$ cat config.mk
export PLATFORM = sky130hd
export DESIGN_NAME = pxsel_mixed
export DESIGN_NICKNAME = d
export VERILOG_FILES = /design/src/rtl/pxsel_pkg.sv /design/src/rtl/pxsel_raster.sv /design/src/rtl/pxsel_align.sv /design/src/rtl/pxsel_merge.sv /design/src/rtl/pxsel_mixed.sv
export SDC_FILE = /design/constraint.sdc
export NUM_CORES = 1
export LEC_CHECK = 0
export BUFFER_PORTS_ARGS = -buffer_cell sky130_fd_sc_hd__buf_2
export CORE_ASPECT_RATIO = 1.5
export CORE_MARGIN = 2
export CORE_UTILIZATION = 48
export CTS_CLUSTER_DIAMETER = 80
export CTS_CLUSTER_SIZE = 20
export DETAILED_ROUTE_END_ITERATION = 8
export PLACE_DENSITY = 0.83
export SLEW_MARGIN = 0
export SYNTH_ARGS = -nofsm -noshare
export SYNTH_HDL_FRONTEND = slang
export SYNTH_SLANG_ARGS = --single-unit
export TNS_END_PERCENT = 100
$ cat constraint.sdc
create_clock -name clk -period 3.65 [get_ports clk]
set_clock_uncertainty 0.1 [all_clocks]
set_input_delay 0.73 -clock clk [delete_from_list [all_inputs] [get_ports clk]]
set_output_delay 0.73 -clock clk [all_outputs]
set_load 0.02 [all_outputs]
$ cat src/rtl/pxsel_pkg.sv
package pxsel_pkg;
  localparam logic [7:0] DIRECT_TAG = 8'h03;

  typedef struct packed {
    logic [7:0] r;
    logic [7:0] g;
    logic [7:0] b;
  } rgb_t;

  // Big-endian word: byte1 (23:16) blue, byte2 (15:8) green, byte3 (7:0) red.
  function automatic rgb_t direct_to_rgb(logic [31:0] w);
    rgb_t c;
    c.r = w[7:0];
    c.g = w[15:8];
    c.b = w[23:16];
    return c;
  endfunction
endpackage

$ cat src/rtl/pxsel_raster.sv
module pxsel_raster #(
  parameter int MAX_W = 1024,
  parameter int MAX_H = 768,
  localparam int XW = $clog2(MAX_W),
  localparam int YW = $clog2(MAX_H),
  localparam int AW = XW + YW,
  localparam int WW = $clog2(MAX_W + 1),
  localparam int HW = $clog2(MAX_H + 1)
) (
  input  logic          clk,
  input  logic          rst_n,
  input  logic          start,
  input  logic [WW-1:0] cfg_w,
  input  logic [HW-1:0] cfg_h,
  input  logic          adv,
  output logic          fetch_en,
  output logic [AW-1:0] fetch_addr,
  output logic          fetch_sol,
  output logic          fetch_eof
);
  logic          busy;
  logic [XW-1:0] x;
  logic [YW-1:0] y;
  logic [WW-1:0] w_q;
  logic [HW-1:0] h_q;
  logic          last_x, last_y;

  assign last_x = (WW'(x) == w_q - WW'(1));
  assign last_y = (HW'(y) == h_q - HW'(1));

  always_ff @(posedge clk) begin
    if (!rst_n) begin
      busy <= 1'b0;
      x    <= '0;
      y    <= '0;
      w_q  <= WW'(1);
      h_q  <= HW'(1);
    end else if (!busy) begin
      if (start) begin
        busy <= 1'b1;
        x    <= '0;
        y    <= '0;
        w_q  <= cfg_w;
        h_q  <= cfg_h;
      end
    end else if (adv) begin
      if (last_x) begin
        x <= '0;
        if (last_y) busy <= 1'b0;
        else        y    <= y + YW'(1);
      end else begin
        x <= x + XW'(1);
      end
    end
  end

  // Line pitch is 2**XW words regardless of the active width.
  assign fetch_en   = busy & adv;
  assign fetch_addr = {y, x};
  assign fetch_sol  = (x == '0);
  assign fetch_eof  = last_x & last_y;
endmodule

$ cat src/rtl/pxsel_align.sv
module pxsel_align
  import pxsel_pkg::*;
(
  input  logic        clk,
  input  logic        rst_n,
  input  logic        adv,
  input  logic        fetch_en,
  input  logic        fetch_sol,
  input  logic        fetch_eof,
  input  logic [31:0] ctl_data,
  input  logic [31:0] dir_data,
  output logic        s2_valid,
  output logic        s2_sol,
  output logic        s2_eof,
  output logic        s2_direct,
  output rgb_t        s2_rgb
);
  logic s1_valid, s1_sol, s1_eof;

  // Stage 1: plane data returns; stage 2: palette data returns.
  always_ff @(posedge clk) begin
    if (!rst_n) begin
      s1_valid  <= 1'b0;
      s1_sol    <= 1'b0;
      s1_eof    <= 1'b0;
      s2_valid  <= 1'b0;
      s2_sol    <= 1'b0;
      s2_eof    <= 1'b0;
      s2_direct <= 1'b0;
      s2_rgb    <= '0;
    end else if (adv) begin
      s1_valid  <= fetch_en;
      s1_sol    <= fetch_en & fetch_sol;
      s1_eof    <= fetch_en & fetch_eof;
      s2_valid  <= s1_valid;
      s2_sol    <= s1_sol;
      s2_eof    <= s1_eof;
      s2_direct <= (ctl_data[31:24] == DIRECT_TAG);
      s2_rgb    <= direct_to_rgb(dir_data);
    end
  end
endmodule

$ cat src/rtl/pxsel_merge.sv
module pxsel_merge
  import pxsel_pkg::*;
(
  input  logic        s2_valid,
  input  logic        s2_sol,
  input  logic        s2_eof,
  input  logic        s2_direct,
  input  rgb_t        s2_rgb,
  input  logic [23:0] pal_rgb,
  output logic        out_valid,
  output logic [23:0] out_rgb,
  output logic        out_sol,
  output logic        out_eof
);
  assign out_valid = s2_valid;
  assign out_sol   = s2_valid & s2_sol;
  assign out_eof   = s2_valid & s2_eof;
  assign out_rgb   = s2_direct ? 24'(s2_rgb) : pal_rgb;
endmodule

$ cat src/rtl/pxsel_mixed.sv
module pxsel_mixed
  import pxsel_pkg::*;
#(
  parameter int MAX_W = 1024,
  parameter int MAX_H = 768,
  localparam int XW = $clog2(MAX_W),
  localparam int YW = $clog2(MAX_H),
  localparam int AW = XW + YW,
  localparam int WW = $clog2(MAX_W + 1),
  localparam int HW = $clog2(MAX_H + 1)
) (
  input  logic          clk,
  input  logic          rst_n,
  input  logic          start,
  input  logic [WW-1:0] cfg_width,
  input  logic [HW-1:0] cfg_height,
  output logic          fetch_en,
  output logic [AW-1:0] fetch_addr,
  input  logic [7:0]    idx_data,
  input  logic [31:0]   dir_data,
  input  logic [31:0]   ctl_data,
  output logic          pal_en,
  output logic [7:0]    pal_idx,
  input  logic [23:0]   pal_rgb,
  output logic          out_valid,
  input  logic          out_ready,
  output logic [23:0]   out_rgb,
  output logic          out_sol,
  output logic          out_eof
);
  logic adv;
  logic fetch_sol, fetch_eof;
  logic s2_valid, s2_sol, s2_eof, s2_direct;
  rgb_t s2_rgb;

  // Whole pipeline moves together; memories and palette hold when disabled.
  assign adv     = ~s2_valid | out_ready;
  assign pal_en  = adv;
  assign pal_idx = idx_data;

  pxsel_raster #(.MAX_W(MAX_W), .MAX_H(MAX_H)) raster_i (
    .clk(clk), .rst_n(rst_n), .start(start),
    .cfg_w(cfg_width), .cfg_h(cfg_height), .adv(adv),
    .fetch_en(fetch_en), .fetch_addr(fetch_addr),
    .fetch_sol(fetch_sol), .fetch_eof(fetch_eof)
  );

  pxsel_align align_i (
    .clk(clk), .rst_n(rst_n), .adv(adv),
    .fetch_en(fetch_en), .fetch_sol(fetch_sol), .fetch_eof(fetch_eof),
    .ctl_data(ctl_data), .dir_data(dir_data),
    .s2_valid(s2_valid), .s2_sol(s2_sol), .s2_eof(s2_eof),
    .s2_direct(s2_direct), .s2_rgb(s2_rgb)
  );

  pxsel_merge merge_i (
    .s2_valid(s2_valid), .s2_sol(s2_sol), .s2_eof(s2_eof),
    .s2_direct(s2_direct), .s2_rgb(s2_rgb), .pal_rgb(pal_rgb),
    .out_valid(out_valid), .out_rgb(out_rgb),
    .out_sol(out_sol), .out_eof(out_eof)
  );
endmodule

== Word level (Yosys, flattened, before mapping) ==
Cells that the tools add are included.

* Word-level logic and storage cells: 53
* Bits in registers: 73
* Output and inout port bits: 57
* Input port bits: 121

* Equality and inequality tests: 6
* Add/sub/neg operators: 4
* Mux-type cells: 14
* Reductions and logical operators: 5
* Bitwise gates (word level): 9

{| class="wikitable"
|+ Operators by type and width
! cell !! number
|-
| 10-bit 2-to-1 mux || 8
|-
| 24-bit 2-to-1 mux || 1
|-
| 10-bit by 1-bit adder with 10-bit output, second input constant || 2
|-
| 10-bit by 11-bit equality test with 1-bit output || 1
|-
| 11-bit by 1-bit subtractor with 11-bit output, second input constant || 1
|-
| 10-bit equality test || 1
|-
| 10-bit zero test || 1
|-
| 10-bit by 1-bit subtractor with 10-bit output, second input constant || 1
|-
| 8-bit by 2-bit equality test with 1-bit output, second input constant || 1
|-
| 1-bit AND || 6
|-
| 1-bit 2-to-1 mux || 5
|-
| 2-bit inequality test, second input constant || 2
|-
| 2-bit AND reduction || 2
|-
| 4-bit AND reduction || 1
|-
| 2-bit by 1-bit inequality test with 1-bit output, second input constant || 1
|-
| 1-bit inverter || 2
|-
| 2-bit nonzero test || 1
|-
| 1-bit bitwise OR || 1
|}

== Depth between registers and ports, before layout ==
Gate-level depths: netlist of the first run.

* Depth after elaboration: 6
* Depth in mapped cells: 11
* Mapped depth without buffers: 10

== Cells and area by module ==
Synthesis of the first run repeated with hierarchy kept, for this count alone.

* Cell total of the unflattened synthesis: 521
* Area, all modules: 4614.4 um^2

{| class="wikitable"
|+ By module, submodules not included
! module !! area an instance (um^2) !! cells each !! times used
|-
| pxsel_raster || 2905.3 || 378 || 1
|-
| pxsel_align || 1226.2 || 104 || 1
|-
| pxsel_merge || 416.6 || 30 || 1
|-
| pxsel_mixed || 66.3 || 9 || 1
|}

== Worst setup path before layout of the first run ==
OpenSTA, ideal clock, no wires.

* Kind: reg-to-reg
* Start point: register raster_i.w_q[2]
* End point: register raster_i.y[7]
* Arrival: 2639 ps
* Data required time: 3478 ps
* Cell stages (with the launch flop): 10
* Buffers on the path: 1
* Period minus slack after synthesis: 2811 ps
* Library setup time: 72 ps
* Setup slack: 839 ps
* Path through: dfxtp_1 -> or4_4 -> or4_4 -> xor2_1 -> a211oi_1 -> o31ai_4 -> o211ai_2 -> buf_2 -> nor4_2 -> mux2i_1

* Word-level cells in the longest chain between the ends: 4

{| class="wikitable"
|+ Ends and longest elaborated chain
! element !! RTL line !! source
|-
| start: declaration || pxsel_raster.sv:24 || <nowiki>logic [WW-1:0] w_q;</nowiki>
|-
| start signal: assignment || pxsel_raster.sv:43 || <nowiki>w_q <= cfg_w;</nowiki>
|-
| 11-bit by 1-bit subtractor with 11-bit output || pxsel_raster.sv:28 || <nowiki>assign last_x = (WW'(x) == w_q - WW'(1));</nowiki>
|-
| 10-bit by 11-bit equality test with 1-bit output || pxsel_raster.sv:28 ||
|-
| 2-bit inequality test (no line) || -- ||
|-
| 4-bit AND reduction (no line) || -- ||
|-
| end signal: assignment || pxsel_raster.sv:50 || <nowiki>else y <= y + YW'(1);</nowiki>
|-
| end: declaration || pxsel_raster.sv:23 || <nowiki>logic [YW-1:0] y;</nowiki>
|}

No other way between the ends.
A chain may end at the register's enable or synchronous reset.

== Worst setup path in the final report of the first run ==
* Start point: register raster_i.w_q[2]
* End point: register raster_i.y[5]

The elaborated chain is that of the path after synthesis.

==> results of run 1 <==
kinds of logic after synthesis:
group,Yosys count
AND/OR/NAND/NOR,215
multiplexers,29
adder cells (fa/ha/maj),5
flip-flops,73
AO/OA/AOI/OAI,84
XOR/XNOR,32
buffers and inverters,46
layout by cell type, fill, tap and decap left out, types with 2 or more instances in the layout:
master / netlist / layout
a21boi_0: 49 / 49
a21oi_1: 8 / 8
a31oi_1: 3 / 3
and2_1: 5 / 5
and3_1: 2 / 2
buf_2: 1 / 129
buf_4: 8 / 5
clkbuf_16: 0 / 9
clkbuf_8: 0 / 2
clkinv_2: 0 / 2
dfxtp_1: 73 / 73
ha_1: 5 / 5
inv_1: 13 / 13
mux2_2: 25 / 25
mux2i_1: 4 / 4
nand2_1: 124 / 124
nand2b_1: 4 / 4
nand3_1: 10 / 10
nand4_1: 7 / 7
nor2_1: 19 / 19
nor2b_1: 8 / 7
nor3_1: 8 / 8
nor3b_1: 3 / 3
nor4_1: 8 / 8
nor4b_1: 2 / 2
o2111ai_1: 2 / 2
o211ai_1: 5 / 5
o21ai_0: 5 / 5
o31ai_1: 2 / 2
or2_2: 2 / 2
or3_1: 3 / 3
or4_1: 5 / 5
or4_4: 2 / 2
xnor2_1: 17 / 17
xor2_1: 15 / 15
power groups by stage:
stage | registers [mW] | clock network [mW] | logic, mW
2_1_floorplan | 0.879 | 0 | 0.204
3_3_place_gp | 0.884 | 0 | 0.277
3_5_place_dp | 0.887 | 0 | 0.287
4_1_cts | 0.870 | 0.893 | 0.289
5_1_grt | 0.875 | 0.930 | 0.320
6_report | 0.871 | 0.876 | 0.288
stage by stage:
step | setup WS, ns | total power [mW] | std cells
6_report | 0.488 | 2.03 | 705
5_1_grt | 0.269 | 2.13 | 705
4_1_cts | 0.480 | 2.05 | 705
3_5_place_dp | 0.492 | 1.17 | 690
3_3_place_gp | 0.595 | 1.16 | 690
2_1_floorplan | 0.839 | 1.08 | 484
tightest hold or removal path, cell delays in order (launching register included):
cell and delay, ns:
dfxtp_1 0.30, nand2_1 0.04, a21boi_0 0.06
metal layers:
metal | vias to the layer above | global-route usage [%] | wire length [microns]
met3 | 23 | 5.26 | 484
met5 | - | 0 | 0
met4 | 0 | 9.36 | 256
met1 | 1701 | 24.3 | 3900
met2 | 110 | 42.1 | 5400
li1 | 1873 | - | -
worst min-delay path by stage:
stage | from | endpoint | slack [ns] | cells after the start
after CTS | align_i.s2_sol | align_i.s2_sol | 0.36 | 2
final | align_i.s2_sol | align_i.s2_sol | 0.35 | 2
after global routing | align_i.s2_eof | align_i.s2_eof | 0.38 | 2
after floorplan | align_i.s2_eof | align_i.s2_eof | 0.34 | 2
after global placement | align_i.s2_sol | align_i.s2_sol | 0.34 | 2
after detailed placement | align_i.s2_sol | align_i.s2_sol | 0.35 | 2
final cells by class:
type                            count  area, sq um  area share, %
Timing Repair Buffer              134          683           13.9
Inverter                           13         48.8          0.993
Tap cell                          105          131           2.67
Clock buffer                       12          256           5.22
Clock inverter                      3         40.0          0.814
Multi-Input combinational cell    365         2290           46.7
Sequential cell                    73         1460           29.7
registers in the layout (all words and copies together) (netlist names):
register / cells
align_i.s1_eof: 1
align_i.s2_sol: 1
raster_i.x: 10
align_i.s2_eof: 1
align_i.s2_valid: 1
align_i.s2_rgb: 24
align_i.s1_valid: 1
raster_i.w_q: 11
raster_i.h_q: 10
align_i.s2_direct: 1
raster_i.y: 10
raster_i.busy: 1
align_i.s1_sol: 1
==> out/metrics.yaml, run 1 <==
outcome: "finished clean"
routedWlPerCell_microns: 14.3
synthMuxAreaShare_pct: 8.13
setup_viol: 0
p_int_mw: 1.52
final_nets: 722
area_growth_pct: 24.2
insertion_delay_ns: 0.33
yosys.area_share.simple_pct: 25.3
clk_pin_slew_worst_paths_ns: 0.05
whs_ns: 0.354
antenna_found_initial: 0
overflow: 0
critPathMostFrequentCell: "a21oi_1"
tightestPinTransition_ns: 1.10
start_kind: "register"
path_buf_inv: 0
synth_most_common_cell: "nand2_1"
core-area_sq_mm: 0.00801
power_frac_comb_pct: 14.2
portBuffers: 129
synthCells: 484
numCtsBuffers: 9
drt-vias-per-instance: 5.26
critPathKind: "register to register"
setup-tns-final_ns: 0
hold_violations: 0
die_w_microns: 78.1
clk_path_buf_depth: 2
cp.arrival_ns: 3.32
place_area_sq_mm: 0.00462
diodes: 0
cts_tree: "built"
grt_pass1_vias: 3529
synth-edff-count: 0
final_antenna_net_count: 0
cts_root_buf: "clkbuf_16"
pwr_density_cell_mw_per_mm2: 414
fillers: 726
synth-compound-area-share_pct: 15.9
r2r_end: "raster_i.y[5]"
utilization_pct: 61.4
ios: 178
endpoint_kind: "register"
hold_path_class: "register to register"
switching_share_pct: 25.1
p_leak_nw: 2.14
grt_pass1_wl_microns: 16200
synth_fa_ha_area_share_pct: 1.58
crit_family: "simple AND/OR/NAND/NOR gates"
peakVddDrop_mv: 0.278
drc: 0
fin_crit_sh_pct: 86.6
syn_area_sq_mm: 0.00396
fin_crit_ns: 3.16
final_area_sq_mm: 0.00492
grt_max_degree: 57
drive_above_1_share_pct: 30.2
maxSlewHeadroom_pct: 26.4
dieArea_sq_mm: 0.00900
crit_end: "raster_i.y[5]"
crit_chain: "or4_4 > or3_1 > a21oi_1 > o2111ai_1 > o31ai_4 > o211ai_2 > or4_1 > a21oi_1"
synth-xor-area-share_pct: 7.08
ys_top_cells_by_count: "124 x nand2_1, 73 x dfxtp_1, 49 x a21boi_0, 25 x mux2_2, 22 x clkbuf_1"
post_cts_buffers: 0
ctsResizeCount: 0
synth_seq_area_share_pct: 36.9
async_flop_share_pct: 0
first_pass_iters: 4
r2r_start: "raster_i.w_q[2]"
p_seq_share_pct: 42.8
max_freq_mhz: 316
postCtsHoldBufs: 0
synth_cell_type_count: 47
critPathMaxFanout: 15
dpl.hpwl_microns: 7490
finalWirelength_microns: 10000
synth_ff_type: "dfxtp_1"
synth_area_leaders: "dfxtp_1 37%, nand2_1 12%, a21boi_0 9.3%"
yosysTopAreaCellShare_pct: 36.9
start_util_pct: 49.4
syn_nets: 610
crit_path_top_delay_cell: "or4_4"
yosys_warnings: 0
ys_seq_elements: 73
cts_max_level: 3
pwr-share-clk_pct: 43.0
reg2reg_depth: 8
max-cap-violations: 0
grtUsageTotal_pct: 22.6
crit_cells: 8
synth_top_family_by_area: "simple AND/OR/NAND/NOR gates"
slew_violations: 0
cts.sinks: 73
syn_avg_cell_area_sq_um: 8.18
cp.required_ns: 3.81
crit_start: "raster_i.w_q[2]"
gp_congestion: 0.823
die_h_microns: 115
r2r_setup_slack_ns: 0.49
synth_top_area_cell: "dfxtp_1"
switching_power_mw: 0.510
rsz0062_at_grt: "no"
cpPeakStageDelay_ns: 0.57
row_count: 40
drtIter0Drc: 166
via_count: 3707
(Power assumes the default switching activity.)
==> run 2: changes to the inputs <==
- clock period: 3.65 -> 3.4 ns (I/O delays scaled with it)
==> run 2 against run 1 <==
Effect of this change:
- worst setup slack got worse by 0.23 ns
- wire length down 2.1%
- non-clock buffer count grew 1
- clock power grew 9.9%
- count of clock-buffer cells in the layout decreased by 2
- sequential share of layout area down 0.060 points
==> out/metrics.yaml, run 2 (synthesis gave the netlist of run 1 again) <==
final_common_cell: "buf_2"
numCtsBuffers: 9
via_count: 3694
pre_cts_ws_ns: 0.269
final_antenna_net_count: 0
max-cap-violations: 0
setup-tns-final_ns: 0
die_h_microns: 115
rsz0062_at_grt: "no"
ctsResizeCount: 0
die_w_microns: 78.1
core-area_sq_mm: 0.00801
drc: 0
cp.arrival_ns: 3.30
maxSlewHeadroom_pct: 56.3
grt_max_degree: 57
gp_congestion: 0.865
hp-start: "align_i.s2_sol"
final_cell_mix: "129 x buf_2, 124 x nand2_1, 73 x dfxtp_1"
slew_violations: 0
clk_path_buf_depth: 2
cpPeakStageDelay_ns: 0.57
largest_reg_flops: 24
fin_ws_ns: 0.258
crit_chain: "or4_4 > or4_4 > xor2_1 > a211oi_1 > o31ai_4 > o211ai_2 > or4_1 > a21oi_1"
whs_ns: 0.354
cts.sinks: 73
overflow: 0
antenna_found_initial: 0
finalWirelength_microns: 9840
reg_top3: "align_i.s2_rgb x24, raster_i.w_q x11"
cts_max_level: 3
clk_pin_slew_worst_paths_ns: 0.05
row_count: 40
cts_root_buf: "clkbuf_16"
routedWlPerCell_microns: 14.0
area_growth_pct: 24.5
hold_path_end: "align_i.s2_sol"
critPathMostFrequentCell: "or4_4"
r2r_start: "raster_i.w_q[2]"
critPathKind: "register to register"
hold_path_class: "register to register"
cp.required_ns: 3.56
fin_crit_ns: 3.14
drtIter0Drc: 180
grt_pass1_vias: 3546
start_util_pct: 49.4
final_cells: 705
first_pass_iters: 4
post_cts_buffers: 0
final_nets: 723
r2r_end: "raster_i.y[5]"
crit_path_top_delay_cell: "or4_4"
pwr_density_cell_mw_per_mm2: 448
reg2reg_depth: 8
ios: 178
start_kind: "register"
tightestPinTransition_ns: 0.649
max_freq_mhz: 318
insertion_delay_ns: 0.33
drive_above_1_share_pct: 30.2
grt_pass1_wl_microns: 15700
postCtsHoldBufs: 0
setup_viol: 0
grtUsageTotal_pct: 21.8
drt-vias-per-instance: 5.24
outcome: "finished clean"
peakVddDrop_mv: 0.298
endpoint_kind: "register"
dieArea_sq_mm: 0.00900
worstHoldPathCells: 2
r2r_setup_slack_ns: 0.26
diodes: 0
fin_crit_sh_pct: 92.4
placedCellCount: 691
p_leak_nw: 2.15
portBuffers: 129
hold_violations: 0
regMostFlops: "align_i.s2_rgb"
dpl.hpwl_microns: 7380
cts_tree: "built"
critPathMaxFanout: 15
## run 2: area by class of cell
type                            instances  area, sq um
Clock inverter                          4         70.1
Timing Repair Buffer                  135          691
Multi-Input combinational cell        365         2290
Fill cell                             711         3080
Tap cell                              105          131
Sequential cell                        73         1460
Inverter                               13         48.8
Clock buffer                           10          229
## run 2: routing by layer
metal	track usage (%)	share of wire [%]	vias to the layer above	routed length, microns
met2	42.3	55	100	5370
li1	-	-	1871	-
met3	3.61	4.6	10	451
met5	0	0	-	0
met1	23.1	39	1713	3870
met4	8.65	1.5	0	147
## run 2: how the worst max path moves through the flow
stage | start | endpoint | slack, ns | depth (start not counted)
2_1_floorplan | raster_i.w_q[2] | raster_i.y[7] | 0.59 | 9
3_3_place_gp | raster_i.w_q[2] | raster_i.y[5] | 0.35 | 8
3_5_place_dp | raster_i.w_q[2] | raster_i.y[5] | 0.27 | 8
4_1_cts | raster_i.w_q[2] | raster_i.y[5] | 0.26 | 8
5_1_grt | raster_i.w_q[2] | raster_i.y[5] | 0.04 | 8
6_report | raster_i.w_q[2] | raster_i.y[5] | 0.26 | 8
## run 2: power breakdown
part,switching (mW),total (mW),leakage (nW),internal [mW]
clock network,0.332,0.963,0.148,0.631
logic,0.167,0.308,1.40,0.141
registers,0.0392,0.934,0.599,0.895
## run 2: critical path: cells and delay by family (launching register included)
family	cells	cell delay [ns]
flops	1	0.38
simple gates	3	1.57
compound gates	4	0.88
xor+xnor	1	0.15
## run 2: per-stage QoR
| stage | area [sq um] | power, mW | utilization (%) |
|---|---|---|---|
| 2_1_floorplan | 3960 | 1.16 | - |
| 3_5_place_dp | 4630 | 1.26 | 57.8 |
| 3_3_place_gp | 4630 | 1.25 | 57.8 |
| 5_1_grt | 4930 | 2.30 | 61.5 |
| 6_report | 4930 | 2.21 | 61.5 |
| 4_1_cts | 4930 | 2.23 | 61.5 |
